--- src/rtl/lrsc_pkg.sv ---
package lrsc_pkg;
  localparam int unsigned DEF_ADDR_W = 32;
  localparam int unsigned DEF_DATA_W = 32;
  localparam logic [31:0] DEF_ST_MASK = 32'h0FFF_FFFC;

  typedef enum logic [1:0] {
    RSV_HOLD  = 2'd0,
    RSV_ARM   = 2'd1,
    RSV_CLEAR = 2'd2
  } rsv_act_e;
endpackage

--- src/rtl/lrsc_store_match.sv ---
module lrsc_store_match #(
  parameter int unsigned ADDR_W  = 32,
  parameter logic [ADDR_W-1:0] ST_MASK = '1
) (
  input  logic              st_valid_i,
  input  logic [ADDR_W-1:0] st_addr_i,
  input  logic [ADDR_W-1:0] rsv_addr_i,
  output logic              hit_o
);
  logic [ADDR_W-1:0] masked;
  assign masked = st_addr_i & ST_MASK;
  assign hit_o  = st_valid_i && (masked == rsv_addr_i);
endmodule

--- src/rtl/lrsc_rsv_state.sv ---
module lrsc_rsv_state
  import lrsc_pkg::*;
#(
  parameter int unsigned ADDR_W = 32
) (
  input  logic              clk_i,
  input  logic              rst_ni,
  input  logic              lr_valid_i,
  input  logic [ADDR_W-1:0] lr_addr_i,
  input  logic              clr_i,
  output logic              rsv_flag_o,
  output logic [ADDR_W-1:0] rsv_addr_o
);
  rsv_act_e act;

  // load-reserve outranks any clearing event
  always_comb begin
    if (lr_valid_i)  act = RSV_ARM;
    else if (clr_i)  act = RSV_CLEAR;
    else             act = RSV_HOLD;
  end

  always_ff @(posedge clk_i or negedge rst_ni) begin
    if (!rst_ni) begin
      rsv_flag_o <= 1'b0;
      rsv_addr_o <= '0;
    end else begin
      unique case (act)
        RSV_ARM: begin
          rsv_flag_o <= 1'b1;
          rsv_addr_o <= lr_addr_i;
        end
        RSV_CLEAR: rsv_flag_o <= 1'b0;
        default: ;
      endcase
    end
  end


  lr_wins_chk: assert property (@(posedge clk_i) disable iff (!rst_ni)
    lr_valid_i |=> rsv_flag_o && (rsv_addr_o == $past(lr_addr_i)));


  clear_takes_chk: assert property (@(posedge clk_i) disable iff (!rst_ni)
    (clr_i && !lr_valid_i) |=> !rsv_flag_o);


  idle_holds_chk: assert property (@(posedge clk_i) disable iff (!rst_ni)
    (!clr_i && !lr_valid_i) |=> $stable(rsv_flag_o) && $stable(rsv_addr_o));
endmodule

--- src/rtl/lrsc_sc_result.sv ---
module lrsc_sc_result #(
  parameter int unsigned ADDR_W = 32,
  parameter int unsigned DATA_W = 32
) (
  input  logic              clk_i,
  input  logic              rst_ni,
  input  logic              sc_valid_i,
  input  logic [ADDR_W-1:0] sc_addr_i,
  input  logic [DATA_W-1:0] sc_data_i,
  input  logic              rsv_flag_i,
  input  logic [ADDR_W-1:0] rsv_addr_i,
  output logic              ok_o,
  output logic              we_o,
  output logic [ADDR_W-1:0] waddr_o,
  output logic [DATA_W-1:0] wdata_o
);
  logic ok_d;
  logic armed_q;

  assign ok_d = rsv_flag_i && (sc_addr_i == rsv_addr_i);

  always_ff @(posedge clk_i or negedge rst_ni) begin
    if (!rst_ni) begin
      ok_o    <= 1'b0;
      we_o    <= 1'b0;
      waddr_o <= '0;
      wdata_o <= '0;
      armed_q <= 1'b0;
    end else begin
      armed_q <= 1'b1;
      we_o    <= sc_valid_i && ok_d;
      if (sc_valid_i) begin
        ok_o    <= ok_d;
        waddr_o <= sc_addr_i;
        wdata_o <= sc_data_i;
      end
    end
  end


  no_rsv_fail_chk: assert property (@(posedge clk_i) disable iff (!rst_ni)
    (sc_valid_i && !rsv_flag_i) |=> !ok_o);


  we_needs_ok_chk: assert property (@(posedge clk_i) disable iff (!rst_ni)
    we_o |-> ok_o);


  ok_holds_chk: assert property (@(posedge clk_i) disable iff (!rst_ni)
    (armed_q && !sc_valid_i) |=> $stable(ok_o) && !we_o);
endmodule

--- src/rtl/lrsc_monitor.sv ---
module lrsc_monitor
  import lrsc_pkg::*;
#(
  parameter int unsigned ADDR_W = DEF_ADDR_W,
  parameter int unsigned DATA_W = DEF_DATA_W,
  parameter logic [ADDR_W-1:0] ST_MASK = ADDR_W'(DEF_ST_MASK)
) (
  input  logic              clk_i,
  input  logic              rst_ni,
  input  logic              lr_valid_i,
  input  logic [ADDR_W-1:0] lr_addr_i,
  input  logic              sc_valid_i,
  input  logic [ADDR_W-1:0] sc_addr_i,
  input  logic [DATA_W-1:0] sc_data_i,
  input  logic              st_valid_i,
  input  logic [ADDR_W-1:0] st_addr_i,
  output logic              sc_ok_o,
  output logic              mem_we_o,
  output logic [ADDR_W-1:0] mem_waddr_o,
  output logic [DATA_W-1:0] mem_wdata_o
);
  logic              rsv_flag;
  logic [ADDR_W-1:0] rsv_addr;
  logic              st_hit;
  logic              clr;

  lrsc_store_match #(.ADDR_W(ADDR_W), .ST_MASK(ST_MASK)) u_match (
    .st_valid_i (st_valid_i),
    .st_addr_i  (st_addr_i),
    .rsv_addr_i (rsv_addr),
    .hit_o      (st_hit)
  );

  assign clr = sc_valid_i || st_hit;

  lrsc_rsv_state #(.ADDR_W(ADDR_W)) u_rsv (
    .clk_i      (clk_i),
    .rst_ni     (rst_ni),
    .lr_valid_i (lr_valid_i),
    .lr_addr_i  (lr_addr_i),
    .clr_i      (clr),
    .rsv_flag_o (rsv_flag),
    .rsv_addr_o (rsv_addr)
  );

  lrsc_sc_result #(.ADDR_W(ADDR_W), .DATA_W(DATA_W)) u_sc (
    .clk_i      (clk_i),
    .rst_ni     (rst_ni),
    .sc_valid_i (sc_valid_i),
    .sc_addr_i  (sc_addr_i),
    .sc_data_i  (sc_data_i),
    .rsv_flag_i (rsv_flag),
    .rsv_addr_i (rsv_addr),
    .ok_o       (sc_ok_o),
    .we_o       (mem_we_o),
    .waddr_o    (mem_waddr_o),
    .wdata_o    (mem_wdata_o)
  );


  st_hit_clears_chk: assert property (@(posedge clk_i) disable iff (!rst_ni)
    (st_valid_i && ((st_addr_i & ST_MASK) == rsv_addr) && !lr_valid_i) |=> !rsv_flag);
endmodule

--- config.mk ---
export PLATFORM = sky130hd
export DESIGN_NAME = lrsc_monitor
export DESIGN_NICKNAME = d
export VERILOG_FILES = /design/src/rtl/lrsc_pkg.sv /design/src/rtl/lrsc_store_match.sv /design/src/rtl/lrsc_rsv_state.sv /design/src/rtl/lrsc_sc_result.sv /design/src/rtl/lrsc_monitor.sv
export SDC_FILE = /design/constraint.sdc
export NUM_CORES = 1
export LEC_CHECK = 0
export ABC_AREA = 1
export CORE_ASPECT_RATIO = 1.75
export CORE_MARGIN = 2
export CORE_UTILIZATION = 47
export CTS_CLUSTER_DIAMETER = 100
export DETAILED_ROUTE_END_ITERATION = 10
export PLACE_DENSITY = 0.91
export SYNTH_ARGS = -nofsm -noshare
export SYNTH_HDL_FRONTEND = slang
export SYNTH_SLANG_ARGS = --single-unit
--- constraint.sdc ---
create_clock -name clk_i -period 1.6 [get_ports clk_i]
set_input_delay 0.32 -clock clk_i [delete_from_list [all_inputs] [get_ports clk_i]]
set_output_delay 0.32 -clock clk_i [all_outputs]
set_load 0.02 [all_outputs]
==> metrics.yaml, run 1 <==
grt:
  grtUsageMet2: 0.4860
  grt_pass1_vias: 4921
  antenna_found_initial: 0
  grt_pass1_wl_um: 23400
  globalRouteMet1Util: 0.3008
  grt_use_total: 0.2742
  use_met3: 0.04178
  top_usage_layer: "met2"
  grt_overflow: 0
  grt_max_degree: 64
detailed_routing:
  drt_wl_total_um: 14840
  drt_iter0_drc: 218
  ant_nets: 0
  vias: 4872
  first_pass_iters: 5
  drc: 0
  detail_route.wl_per_cell_um: 14.89
  via_per_inst: 4.887
sta:
  final.setup.tns_ns: 0
  hold_viol: 0
  worst_pin_slew_ns: 0.3294
  hold_ws_ns: 0.3866
  timing.final.crit_share: 0.8783
  max_freq_ghz: 0.7116
  relSlewSlack: 0.7804
  drv_slew: 0
  skew_ns: 0.004635
  rsz0062_at_grt: "no"
  fin_crit_ns: 1.405
  setup_viol: 0
clocking:
  cts_sinks: 99
  clk_pin_slew_ns: 0.07
  clock_path_buffers: 2
  postCtsSetupRepairBufs: 0
  htreeDepth: 3
  clock_latency_ns: 0.34
  cts_tree: "built"
  cts_made_buffers: 9
  root_buffer: "clkbuf_16"
logic_synthesis:
  synth_top_cell_by_area: "dfrtp_1"
  syn_area_mm2: 0.004840
  synth_nets: 802
  synth_simple_gate_area_frac: 0.3201
  synth_top_flop_cell: "dfrtp_1"
  synth_compound_area_frac: 0.06050
  synthMuxAreaShare: 0
  synth_area_leaders: "dfrtp_1 51%, nand2_1 26%, inv_1 5.8%"
  synth.distinct_cells: 21
  yosysMostFrequentCell: "nand2_1"
  synth-seq-area-share: 0.5119
  synth_commonest_cells: "334 x nand2_1, 99 x dfrtp_1, 75 x inv_1"
  synthAdderAreaFrac: 0
  yosys_warnings: 0
  synth-xor-area-share: 0.02896
  synth_seq_cells: 99
  synth_top_area_frac: 0.5119
  syn_area_per_cell_um2: 7.234
  synth_top_family_by_area: "simple AND/OR/NAND/NOR gates"
  synth_edf_count: 0
  synth_async_sr_flop_share: 1.000
  syn_inst: 669
die:
  ios: 199
  die_area_mm2: 0.01116
  rows: 49
  core_mm2: 0.01018
  die_h_um: 138.2
  initial_core_util: 0.4755
  die_width_um: 80.71
setup_path:
  critPathRequiredTime_ns: 1.28
  cp_cell_sequence: "dlygate4sd2_1"
  critPathBufInv: 1
  reg2reg_depth: 9
  arrival_ns: 1.09
  crit_type: "flip-flop to output pin"
  cp_top_family: "flip-flops"
  cp_slowest_cell: "dfrtp_1"
  path_depth: 1
  worst_setup_path_end_kind: "output pin"
  r2r_setup_slack_ns: 0.29
  worstSetupStartpointType: "flip-flop"
  slowest_delay_ns: 0.37
  crit_fanout: 1
cells_and_area:
  diodes: 0
  syn2layout_area_growth_pct: 49.35
  fin_nets: 998
  drive_above_1_share: 0.03908
  fin_area_mm2: 0.007228
min_path:
  hp-class: "primary input to asynchronous set/reset pin"
outcome:
  outcome: "completed"
pwr:
  p_total_mw: 6.750
  peakVddDrop_mv: 0.5948
  leakage_nw: 3.837
  powerDensity_mw_per_mm2: 933.8
placement:
  dpl.hpwl_um: 11500
  port_buffers: 192
  placed_area_mm2: 0.006973
  place.gp.congestion: 0.9040
flow_run:
  max_cap_viol_count: 0
## state kept, by name, indices dropped and copies added, names as in the netlist
signal and flops:
u_rsv.rsv_addr_o 32, u_rsv.rsv_flag_o 1, u_sc.ok_o 1, u_sc.waddr_o 32
u_sc.wdata_o 32, u_sc.we_o 1
## area by class of cell
class / instances / area, µm²
flip-flops and latches: 99 / 2477
inverters: 76 / 285.3
fillers: 837 / 2949
multi-input cells: 473 / 1982
well taps: 127 / 158.9
repair buffers: 206 / 1997
clock buffers: 11 / 242.7
clock inverters: 5 / 85.08
## power by group
group          total, mW  switching, mW  internal, mW
registers           2.86          0.136          2.72
clock network       2.39          0.970          1.42
logic               1.50          0.827         0.675
## per-stage QoR
stage / setup WS (ns) / utilization / cells
finish: 0.1948 / 0.7102 / 997
global route: 0.1566 / 0.7102 / 997
CTS: 0.1972 / 0.7102 / 997
detailed placement: -0.08424 / 0.6851 / 980
global placement: -0.04141 / 0.6851 / 980
floorplan: 0.5377 / - / 669
## path summary, 6_finish.rpt
check | from | endpoint
worst max-delay path | u_sc.we_o | mem_we_o
worst min-delay path | rst_ni | u_rsv.rsv_addr_o[9]
worst max register to register | u_rsv.rsv_addr_o[8] | u_rsv.rsv_flag_o
worst min register to register | u_sc.wdata_o[12] | u_sc.wdata_o[12]
max in group asynchronous | rst_ni | u_rsv.rsv_addr_o[28]
min in group clk_i | lr_valid_i | u_rsv.rsv_addr_o[30]
## cells by family after synthesis
logic type / count (synthesis)
compound gates: 57
xor+xnor: 16
buf+inv: 97
flops: 99
simple gates: 400
## routing by layer
layer | wire length (µm) | vias up | part of all wire
li1 | - | 2411 | -
met1 | 5431 | 2227 | 0.37
met2 | 7833 | 180 | 0.53
met3 | 770 | 54 | 0.052
met4 | 809 | 0 | 0.055
met5 | 0 | - | 0
## what timing repair did
| action | 4_1_cts | 5_1_grt |
|---|---|---|
| endpoints found under the setup margin | 66 | 0 |
| hold buffers | 1 | 0 |
| gates resized for setup | 66 | 0 |
| endpoints found under the hold margin | 14 | 0 |
## layout by cell type (no fill, tap or decap), drive strengths merged, types with 2 or more instances in the layout
cell,n
nand2,334
clkdlybuf4s50,123
dfrtp,99
inv,77
dlygate4sd2,66
o21ai,51
nor2,43
buf,16
clkbuf,11
xnor2,9
nand4,8
xor2,7
nand3,7
nor3,4
nand3b,2
o22ai,2
a21oi,2
bufinv,2
Note: power is estimated with default switching activity, not from simulation.
==> run 2, diff against run 1 <==
Settings changed: CORE_MARGIN 2 to default.
==> run 2 against run 1 <==
- die area is 3.9% lower
- cell count is 0.30% lower
- utilization is 1.2 points higher
- register-to-register slack better by 0.03 ns
- clock skew is 0.00088 ns lower
- clock power is 13% lower
- combinational power hardly changed
- maximum frequency is 0.49% lower
- flip-flop and latch count stayed put
- sequential power hardly changed
- largest power group unchanged
- highest routed layer unchanged
==> metrics.yaml, run 2 (synthesis gave the netlist of run 1 again) <==
outcome:
  outcome: "completed"
setup_path:
  cp_slowest_cell: "dlygate4sd2_1"
  r2r_end: "u_rsv.rsv_flag_o"
  slowest_delay_ns: 0.40
  critPathBufInv: 1
  crit_type: "flip-flop to output pin"
  cp_top_family: "buffers and inverters"
  cp_cell_sequence: "dlygate4sd2_1"
  critPathRequiredTime_ns: 1.28
  r2r_start: "u_rsv.rsv_addr_o[8]"
  reg2reg_depth: 9
  r2r_setup_slack_ns: 0.32
  cp-startpoint: "u_sc.waddr_o[14]"
  worstSetupStartpointType: "flip-flop"
  path_depth: 1
  arrival_ns: 1.09
  worst_setup_path_end_kind: "output pin"
  crit_end: "mem_waddr_o[14]"
  crit_fanout: 2
detailed_routing:
  drt_iter0_drc: 269
  ant_nets: 0
  drc: 0
  vias: 4908
  drt_wl_total_um: 14600
  first_pass_iters: 5
  detail_route.wl_per_cell_um: 14.69
  via_per_inst: 4.938
grt:
  antenna_found_initial: 0
  grt_overflow: 0
  grt_pass1_vias: 4878
  grt_use_total: 0.2842
  grt_max_degree: 53
  grt_pass1_wl_um: 22910
sta:
  worst_pin_slew_ns: 0.4559
  fin_crit_ns: 1.412
  drv_slew: 0
  relSlewSlack: 0.6961
  skew_ns: 0.003759
  hold_viol: 0
  rsz0062_at_grt: "no"
  max_freq_ghz: 0.7081
  hold_ws_ns: 0.2899
  timing.final.crit_share: 0.8826
  setup_viol: 0
pwr:
  combPwrFrac: 0.233
  p_seq_frac: 0.445
  switching_share: 0.3015
  p_int_mw: 4.482
  p_switching_mw: 1.935
  leakage_nw: 3.802
  powerDensity_mw_per_mm2: 896.5
  peakVddDrop_mv: 0.6746
  p_clk_frac: 0.322
die:
  die_h_um: 136.2
  core_mm2: 0.009910
  rows: 48
  die_width_um: 78.71
  initial_core_util: 0.4884
  die_area_mm2: 0.01072
  ios: 199
clocking:
  cts_sinks: 99
  cts_made_buffers: 9
  root_buffer: "clkbuf_16"
  clock_latency_ns: 0.35
  htreeDepth: 3
  clock_path_buffers: 2
  postCtsSetupRepairBufs: 0
  clk_pin_slew_ns: 0.07
  cts_tree: "built"
cells_and_area:
  fin_nets: 997
  multiInputGateArea_mm2: 0.001982
  syn2layout_area_growth_pct: 47.91
  fill_cells: 802
  drive_above_1_share: 0.03913
  diodes: 0
  final_cell_mix: "334 x nand2_1, 123 x clkdlybuf4s50_1, 99 x dfrtp_1"
  layout_commonest_cell: "nand2_1"
  seq_area_mm2: 0.002477
  largestRegisters: "u_rsv.rsv_addr_o: 32 flops, u_sc.waddr_o: 32 flops, u_sc.wdata_o: 32 flops"
  final_util: 0.7223
placement:
  place.gp.congestion: 0.9262
  dpl.hpwl_um: 11220
  port_buffers: 192
flow_run:
  max_cap_viol_count: 0
min_path:
  hp-class: "primary input to flip-flop"
  hold_start: "sc_valid_i"
[run 2: cell count changes in the layout (fill, tap and decap cells not counted)]
cell,change
clkinvlp_4,+2
clkbuf_1,-1
inv_6,-1
bufinv_16,-2
buf_12,-1
clkinv_2,+2
[run 2: worst min-delay path by stage]
stage / endpoint / slack, ns / depth (start not counted)
after floorplan: u_rsv.rsv_addr_o[0] / 0.02 / 0
after global placement: u_sc.waddr_o[31] / 0.26 / 1
after detailed placement: u_sc.waddr_o[31] / 0.26 / 1
after CTS: u_sc.waddr_o[10] / 0.28 / 3
after global routing: u_sc.waddr_o[10] / 0.29 / 3
final: u_sc.waddr_o[10] / 0.29 / 3
[run 2: stage by stage]
stage	cells	total power, mW	setup slack [ns]	setup TNS, ns	instance area (µm²)
after floorplan	669	3.601	0.5377	0	4840
after CTS	994	6.438	0.1886	0	7158
after detailed placement	977	4.493	-0.06603	-0.1457	6950
after global placement	977	4.447	-0.04563	-0.1135	6950
final	994	6.417	0.1879	0	7158
after global routing	994	6.723	0.1194	0	7158
[run 2: metal layers]
| layer | vias to the layer above | wire length (µm) | GRT usage |
|---|---|---|---|
| met4 | 0 | 949 | 0.2068 |
| met3 | 64 | 751 | 0.04966 |
| met1 | 2211 | 5203 | 0.2993 |
| li1 | 2414 | - | - |
| met2 | 219 | 7693 | 0.5000 |
| met5 | - | 0 | 0 |
[run 2: repair_timing]
action | in CTS | in global routing
endpoints found under the setup margin | 66 | 0
resized for setup | 66 | 0
hold buffers | 1 | 0
hold endpoints to repair | 23 | 0
[run 2: layout make-up]
type,count,share of cell area
clock buffer,10,0.03339
clock inverter,6,0.005768
inverter,76,0.03985
multi-input combinational,473,0.2769
sequential,99,0.3461
tap,125,0.02185
timing repair buffer,205,0.2762
[run 2: power by group through the flow]
stage / combinational [mW] / clock [mW] / sequential (mW)
finish: 1.49 / 2.07 / 2.86
global route: 1.63 / 2.21 / 2.88
CTS: 1.50 / 2.09 / 2.86
detailed placement: 1.59 / 0 / 2.91
global placement: 1.55 / 0 / 2.90
floorplan: 0.531 / 0 / 3.07
